File: config.mk
export PLATFORM = sky130hd
export DESIGN_NAME = refresh_sched
export DESIGN_NICKNAME = d
export VERILOG_FILES = /design/src/rtl/refresh_sched_pkg.sv /design/src/rtl/rfs_interval_timer.sv /design/src/rtl/rfs_owed_counter.sv /design/src/rtl/rfs_power_fsm.sv /design/src/rtl/refresh_sched.sv
export SDC_FILE = /design/constraint.sdc
export NUM_CORES = 1
export LEC_CHECK = 0
export BUFFER_PORTS_ARGS = -buffer_cell sky130_fd_sc_hd__buf_2
export CORE_ASPECT_RATIO = 0.7
export CORE_MARGIN = 1
export CORE_UTILIZATION = 57
export DETAILED_ROUTE_END_ITERATION = 12
export GPL_ROUTABILITY_DRIVEN = 0
export PLACE_DENSITY_LB_ADDON = 0.2
export SETUP_SLACK_MARGIN = 0.5
export SLEW_MARGIN = 20
export SYNTH_ARGS = -nofsm -noshare
export SYNTH_HDL_FRONTEND = slang
export SYNTH_HIERARCHICAL = 1
export SYNTH_SLANG_ARGS = --single-unit
File: constraint.sdc
create_clock -name clk -period 5.5 [get_ports clk]
set_clock_uncertainty 0.2 [all_clocks]
set_input_delay 0.275 -clock clk [delete_from_list [all_inputs] [get_ports clk]]
set_output_delay 0.275 -clock clk [all_outputs]
set_load 0.02 [all_outputs]
File: src/rtl/refresh_sched_pkg.sv
package refresh_sched_pkg;
   typedef enum logic [1:0] {
      PS_RUN  = 2'd0,
      PS_WAIT = 2'd1,
      PS_SELF = 2'd2,
      PS_EXIT = 2'd3
   } pwr_state_t;
endpackage

File: src/rtl/rfs_interval_timer.sv
module rfs_interval_timer #(
   parameter int CNT_W = 16
) (
   input  logic             clk,
   input  logic             rst_n,
   input  logic             run,
   input  logic [CNT_W-1:0] interval,
   output logic             tick
);
   logic [CNT_W-1:0] cnt_q;
   logic [CNT_W:0]   cnt_inc;

   generate
      if (CNT_W < 2) begin : g_bad_width
         $error("rfs_interval_timer: CNT_W must be at least 2");
      end
   endgenerate

   assign cnt_inc = {1'b0, cnt_q} + 1'b1;
   assign tick    = run && (cnt_inc >= {1'b0, interval});

   always_ff @(posedge clk or negedge rst_n) begin
      if (!rst_n)
         cnt_q <= '0;
      else if (!run || tick)
         cnt_q <= '0;
      else
         cnt_q <= cnt_inc[CNT_W-1:0];
   end
endmodule

File: src/rtl/rfs_owed_counter.sv
module rfs_owed_counter #(
   parameter int OWED_MAX = 8,
   localparam int OWED_W = $clog2(OWED_MAX + 1)
) (
   input  logic              clk,
   input  logic              rst_n,
   input  logic              inc,
   input  logic              dec,
   input  logic              clr,
   output logic [OWED_W-1:0] owed,
   output logic              full
);
   logic dec_eff;

   generate
      if (OWED_MAX < 1) begin : g_bad_max
         $error("rfs_owed_counter: OWED_MAX must be at least 1");
      end
      if (OWED_MAX == (1 << OWED_W) - 1) begin : g_full_allones
         assign full = &owed;
      end else begin : g_full_cmp
         assign full = (owed == OWED_W'(OWED_MAX));
      end
   endgenerate

   assign dec_eff = dec && (owed != '0);

   always_ff @(posedge clk or negedge rst_n) begin
      if (!rst_n)
         owed <= '0;
      else if (clr)
         owed <= '0;
      else if (inc && !dec_eff && !full)
         owed <= owed + 1'b1;
      else if (!inc && dec_eff)
         owed <= owed - 1'b1;
   end

   AST_OWED_BOUND: assert property (@(posedge clk) disable iff (!rst_n)
      owed <= OWED_W'(OWED_MAX));
   AST_OWED_SATURATE: assert property (@(posedge clk) disable iff (!rst_n)
      (owed == OWED_W'(OWED_MAX) && !dec && !clr) |=> owed == OWED_W'(OWED_MAX));
   AST_GNT_EMPTY: assert property (@(posedge clk) disable iff (!rst_n)
      (owed == '0 && !inc && !clr) |=> owed == '0);
endmodule

File: src/rtl/rfs_power_fsm.sv
module rfs_power_fsm
   import refresh_sched_pkg::*;
#(
   parameter int EXIT_W = 8
) (
   input  logic              clk,
   input  logic              rst_n,
   input  logic              sr_req,
   input  logic              banks_idle,
   input  logic [EXIT_W-1:0] exit_cfg,
   output pwr_state_t        state,
   output logic              enter,
   output logic              sr_cmd
);
   pwr_state_t        state_d;
   logic [EXIT_W-1:0] exit_q, exit_d;

   generate
      if (EXIT_W < 1) begin : g_bad_exit
         $error("rfs_power_fsm: EXIT_W must be at least 1");
      end
   endgenerate

   assign enter = (state == PS_WAIT) && sr_req && banks_idle;

   always_comb begin
      state_d = state;
      exit_d  = exit_q;
      unique case (state)
         PS_RUN:  if (sr_req) state_d = PS_WAIT;
         PS_WAIT: begin
            if (!sr_req)        state_d = PS_RUN;
            else if (banks_idle) state_d = PS_SELF;
         end
         PS_SELF: if (!sr_req) begin
            state_d = PS_EXIT;
            exit_d  = exit_cfg;
         end
         PS_EXIT: begin
            if (exit_q <= EXIT_W'(1)) state_d = PS_RUN;
            else                      exit_d  = exit_q - 1'b1;
         end
         default: state_d = PS_RUN;
      endcase
   end

   always_ff @(posedge clk or negedge rst_n) begin
      if (!rst_n) begin
         state  <= PS_RUN;
         exit_q <= '0;
         sr_cmd <= 1'b0;
      end else begin
         state  <= state_d;
         exit_q <= exit_d;
         sr_cmd <= enter;
      end
   end

   AST_ENTRY_NEEDS_IDLE: assert property (@(posedge clk) disable iff (!rst_n)
      $rose(sr_cmd) |-> $past(banks_idle) && $past(sr_req));
   AST_SELF_HOLDS: assert property (@(posedge clk) disable iff (!rst_n)
      (state == PS_SELF && sr_req) |=> state == PS_SELF);
endmodule

File: src/rtl/refresh_sched.sv
module refresh_sched
   import refresh_sched_pkg::*;
#(
   parameter int CNT_W    = 16,
   parameter int OWED_MAX = 8,
   parameter int EXIT_W   = 8,
   localparam int OWED_W  = $clog2(OWED_MAX + 1)
) (
   input  logic              clk,
   input  logic              rst_n,
   input  logic [CNT_W-1:0]  interval_cycles,
   input  logic [EXIT_W-1:0] exit_nop_cycles,
   input  logic              sr_req,
   input  logic              banks_idle,
   input  logic              ref_gnt,
   output logic              ref_req,
   output logic              ref_urgent,
   output logic              sr_cmd,
   output logic              cke,
   output logic              nop_only,
   output logic [OWED_W-1:0] owed_count
);
   pwr_state_t state;
   logic       enter;
   logic       run;
   logic       tick;

   assign run = (state == PS_RUN) || (state == PS_WAIT);

   rfs_power_fsm #(.EXIT_W(EXIT_W)) u_fsm (
      .clk        (clk),
      .rst_n      (rst_n),
      .sr_req     (sr_req),
      .banks_idle (banks_idle),
      .exit_cfg   (exit_nop_cycles),
      .state      (state),
      .enter      (enter),
      .sr_cmd     (sr_cmd)
   );

   rfs_interval_timer #(.CNT_W(CNT_W)) u_timer (
      .clk      (clk),
      .rst_n    (rst_n),
      .run      (run),
      .interval (interval_cycles),
      .tick     (tick)
   );

   rfs_owed_counter #(.OWED_MAX(OWED_MAX)) u_owed (
      .clk   (clk),
      .rst_n (rst_n),
      .inc   (tick),
      .dec   (ref_gnt),
      .clr   (enter),
      .owed  (owed_count),
      .full  (ref_urgent)
   );

   assign cke      = (state != PS_SELF);
   assign nop_only = (state == PS_EXIT);
   assign ref_req  = (state == PS_RUN) && (owed_count != '0);

   AST_CKE_FALL_WITH_CMD: assert property (@(posedge clk) disable iff (!rst_n)
      $fell(cke) |-> sr_cmd);
   AST_LOW_CKE_QUIET: assert property (@(posedge clk) disable iff (!rst_n)
      !cke |-> !ref_req && owed_count == '0);
   AST_EXIT_NOP: assert property (@(posedge clk) disable iff (!rst_n)
      $rose(cke) |-> nop_only);
   AST_NOP_CKE_HIGH: assert property (@(posedge clk) disable iff (!rst_n)
      nop_only |-> cke && !ref_req);
endmodule

==> metrics.cfg <==
[outcome]
status=completed

[synthesis]
syn_inst=254
synth_most_common_cell=inv_1
synth_area_leaders=dfrtp_1 33%, ha_1 11%, xnor2_1 5.5%
synthTopCellsByCount=32 x inv_1, 31 x dfrtp_1, 23 x nand2_1
syn-num-nets=305
ys.warnings.count=6
synth-seq-cells=31
synth_area_leader_cell=dfrtp_1
seq_area_frac_synth_pct=32.55
avgSynthCellArea_sq_um=9.384
synth_top_area_share_pct=32.55
synthFlopType=dfrtp_1
ys_types=56
synth-edff-count=0
synthArstFlopShare_pct=100.0
synthesis.area_sq_mm=0.002384

[layout]
nets=345
fin_util_pct=67.89
antenna_cells=0
area_growth_pct=13.07
layout-drive-gt1-share_pct=24.15

[clocking]
cts_sinks=31
clock_latency_ns=0.28
cts_root_buf=clkbuf_8
cts_buffers=5
cts_setup_buffers=0
htreeDepth=2
ctsHoldBuffers=1
clk_pin_slew_worst_paths_ns=0.06
post_cts_resized=0
clk_path_buf_depth=2
tritoncts=done

[detailed_routing]
drt_wl_total_um=4643
wl_per_cell_um=13.42
vias_per_cell=5.552
drt_iter0_drc=132
drc_errors=0
vias=1921
drtAntennaViolNets=0
first_pass_iters=4

[pwr]
swShare_pct=43.96
power_density_mw_per_mm2=372.0
power_frac_seq_pct=37.0
peakVddDrop_v=0.0003321
leakagePower_nw=1.274
p_int_w=0.0005618
power_frac_clock_pct=18.0
power.share.combinational_pct=45.0
p_switching_w=0.0004407

[global_route]
grt_pass1_vias=1776
grt_use_total_pct=23.87
gr-total-overflow=0
grt_pass1_wl_um=8169
antenna_found_initial=0
grt_max_degree=32

[sta]
setup_viol=0
period_share_pct=78.18
period_needed_ns=4.300
finalHoldViolCount=0
slew_headroom_pct=54.25
tightest_slew_ns=0.6856
max_freq_mhz=232.6
drv_slew=0
grt_setup_unrepaired=false
setup-tns-final_ns=0

[worst_setup_path]
start_kind=flop
crit_slowest_cell=dfrtp_1
cp_cell_sequence=ha_1 > inv_1 > nor3_4 > nand2_1 > xnor2_1 > ha_1 > nand4_2 > nor4_4 > a21oi_2 > o211ai_4 > buf_4 > and2_2 > nand3_1 > ha_1 > a211oi_1 > nor2_1 > o211a_1 > nor3_1
crit_buf_inv=2
crit_arrival_ns=4.30
crit_type=reg2reg
cpPeakStageDelay_ns=0.44
critPathMostFrequentCell=ha_1
cp_max_fo=17
cp-end-kind=flop
critPathTopFamily=simple AND/OR/NAND/NOR gates
required_ns=5.50

[die]
core-area_sq_mm=0.003970
die_width_um=79.29
start_util_pct=60.04
io_pins=38
dieArea_sq_mm=0.004449
dieHeight_um=56.11
num_rows=19

[place]
dp_hpwl_um=3499
portBuffers=37

[hold_path]
holdCritPathClass=in2reg

[flow_run]
maxCapViolCount=0

==> routing by layer <==
layer  global-route usage (%)  vias up  part of all wire, %
met5                        0        -                    0
li1                         -      978                    -
met2                    33.50       41                   43
met1                    36.52      896                   51
met4                    6.234        0                 0.95
met3                    5.574        6                  5.1
==> power groups by stage <==
stage / clock (W) / sequential, W / combinational, W
after global routing: 0.000195 / 0.000383 / 0.000505
after global placement: 0 / 0.000372 / 0.000438
final: 0.000180 / 0.000371 / 0.000451
after detailed placement: 0 / 0.000373 / 0.000445
after floorplan: 0 / 0.000371 / 0.000344
after CTS: 0.000185 / 0.000370 / 0.000451
==> worst register-to-register path: cells and delay by family, from the launching register on <==
family	cells	cell delay, ns
simple gates	8	1.58
buf+inv	2	0.37
xor+xnor	1	0.15
flops	1	0.44
fa+ha+maj	3	0.86
compound gates	4	0.60
==> metrics by stage <==
step	hold WS, ns	cells	area, sq um	setup slack, ns	power, W
global route	0.07506	346	2695	0.8683	0.001084
global placement	0.1535	338	2597	1.347	0.0008100
finish	0.07406	346	2695	1.200	0.001003
floorplan	-0.2206	254	2384	1.618	0.0007151
CTS	0.07053	346	2695	1.174	0.001006
detailed placement	0.1541	338	2597	1.199	0.0008178
==> final timing paths <==
check | from | endpoint | slack, ns | cells past startpoint
setup / recovery | u_timer/cnt_q[0] | u_owed/owed[3] | 1.20 | 18
hold / removal | sr_req | u_fsm/state[0] | 0.07 | 3
setup reg to reg | u_timer/cnt_q[0] | u_owed/owed[3] | 1.20 | 18
hold reg to reg | u_fsm/exit_q[7] | u_fsm/exit_q[7] | 0.30 | 1
max in group asynchronous | rst_n | u_fsm/exit_q[3] | 4.30 | 2
min in group asynchronous | rst_n | u_timer/cnt_q[12] | 0.36 | 2
==> flip-flops by register name, indices dropped and copies added (netlist names), named ones only <==
signal	count
u_fsm/exit_q	8
u_timer/cnt_q	16
u_fsm/sr_cmd	1
u_owed/owed	4
u_fsm/state	1
==> layout make-up <==
class                           instances  area [sq um]
Multi-Input combinational cell        185          1444
Clock buffer                            6         82.58
Sequential cell                        31         775.7
Inverter                               32         120.1
Clock inverter                          1         5.005
Timing Repair Buffer                   39         202.7
Fill cell                             309          1275
Tap cell                               52         65.06
==> placed cells by master, fill, tap and decap left out, drive strengths merged, types with 3 or more instances in the layout <==
cell	instances
buf	38
nand2	23
a21oi	18
nand4	5
o31ai	3
and2	4
a211oi	3
ha	21
nor3b	16
dfrtp	31
o22ai	3
and3	3
xor2	3
nor3	11
nor2	16
xnor2	15
nand3	9
o21ai	4
or3	3
inv	32
clkbuf	6
==> kinds of logic (layout without fill, tap and decap cells) <==
family	Yosys count	after routing	share of synthesized area, %
XOR/XNOR	18	18	6.930
AO/OA/AOI/OAI	49	49	16.17
adder cells (fa/ha/maj)	22	22	11.86
flip-flops	31	31	32.55
AND/OR/NAND/NOR	96	96	25.62
buffers and inverters	38	78	6.876
No activity file was read; power rests on OpenSTA's default activity.
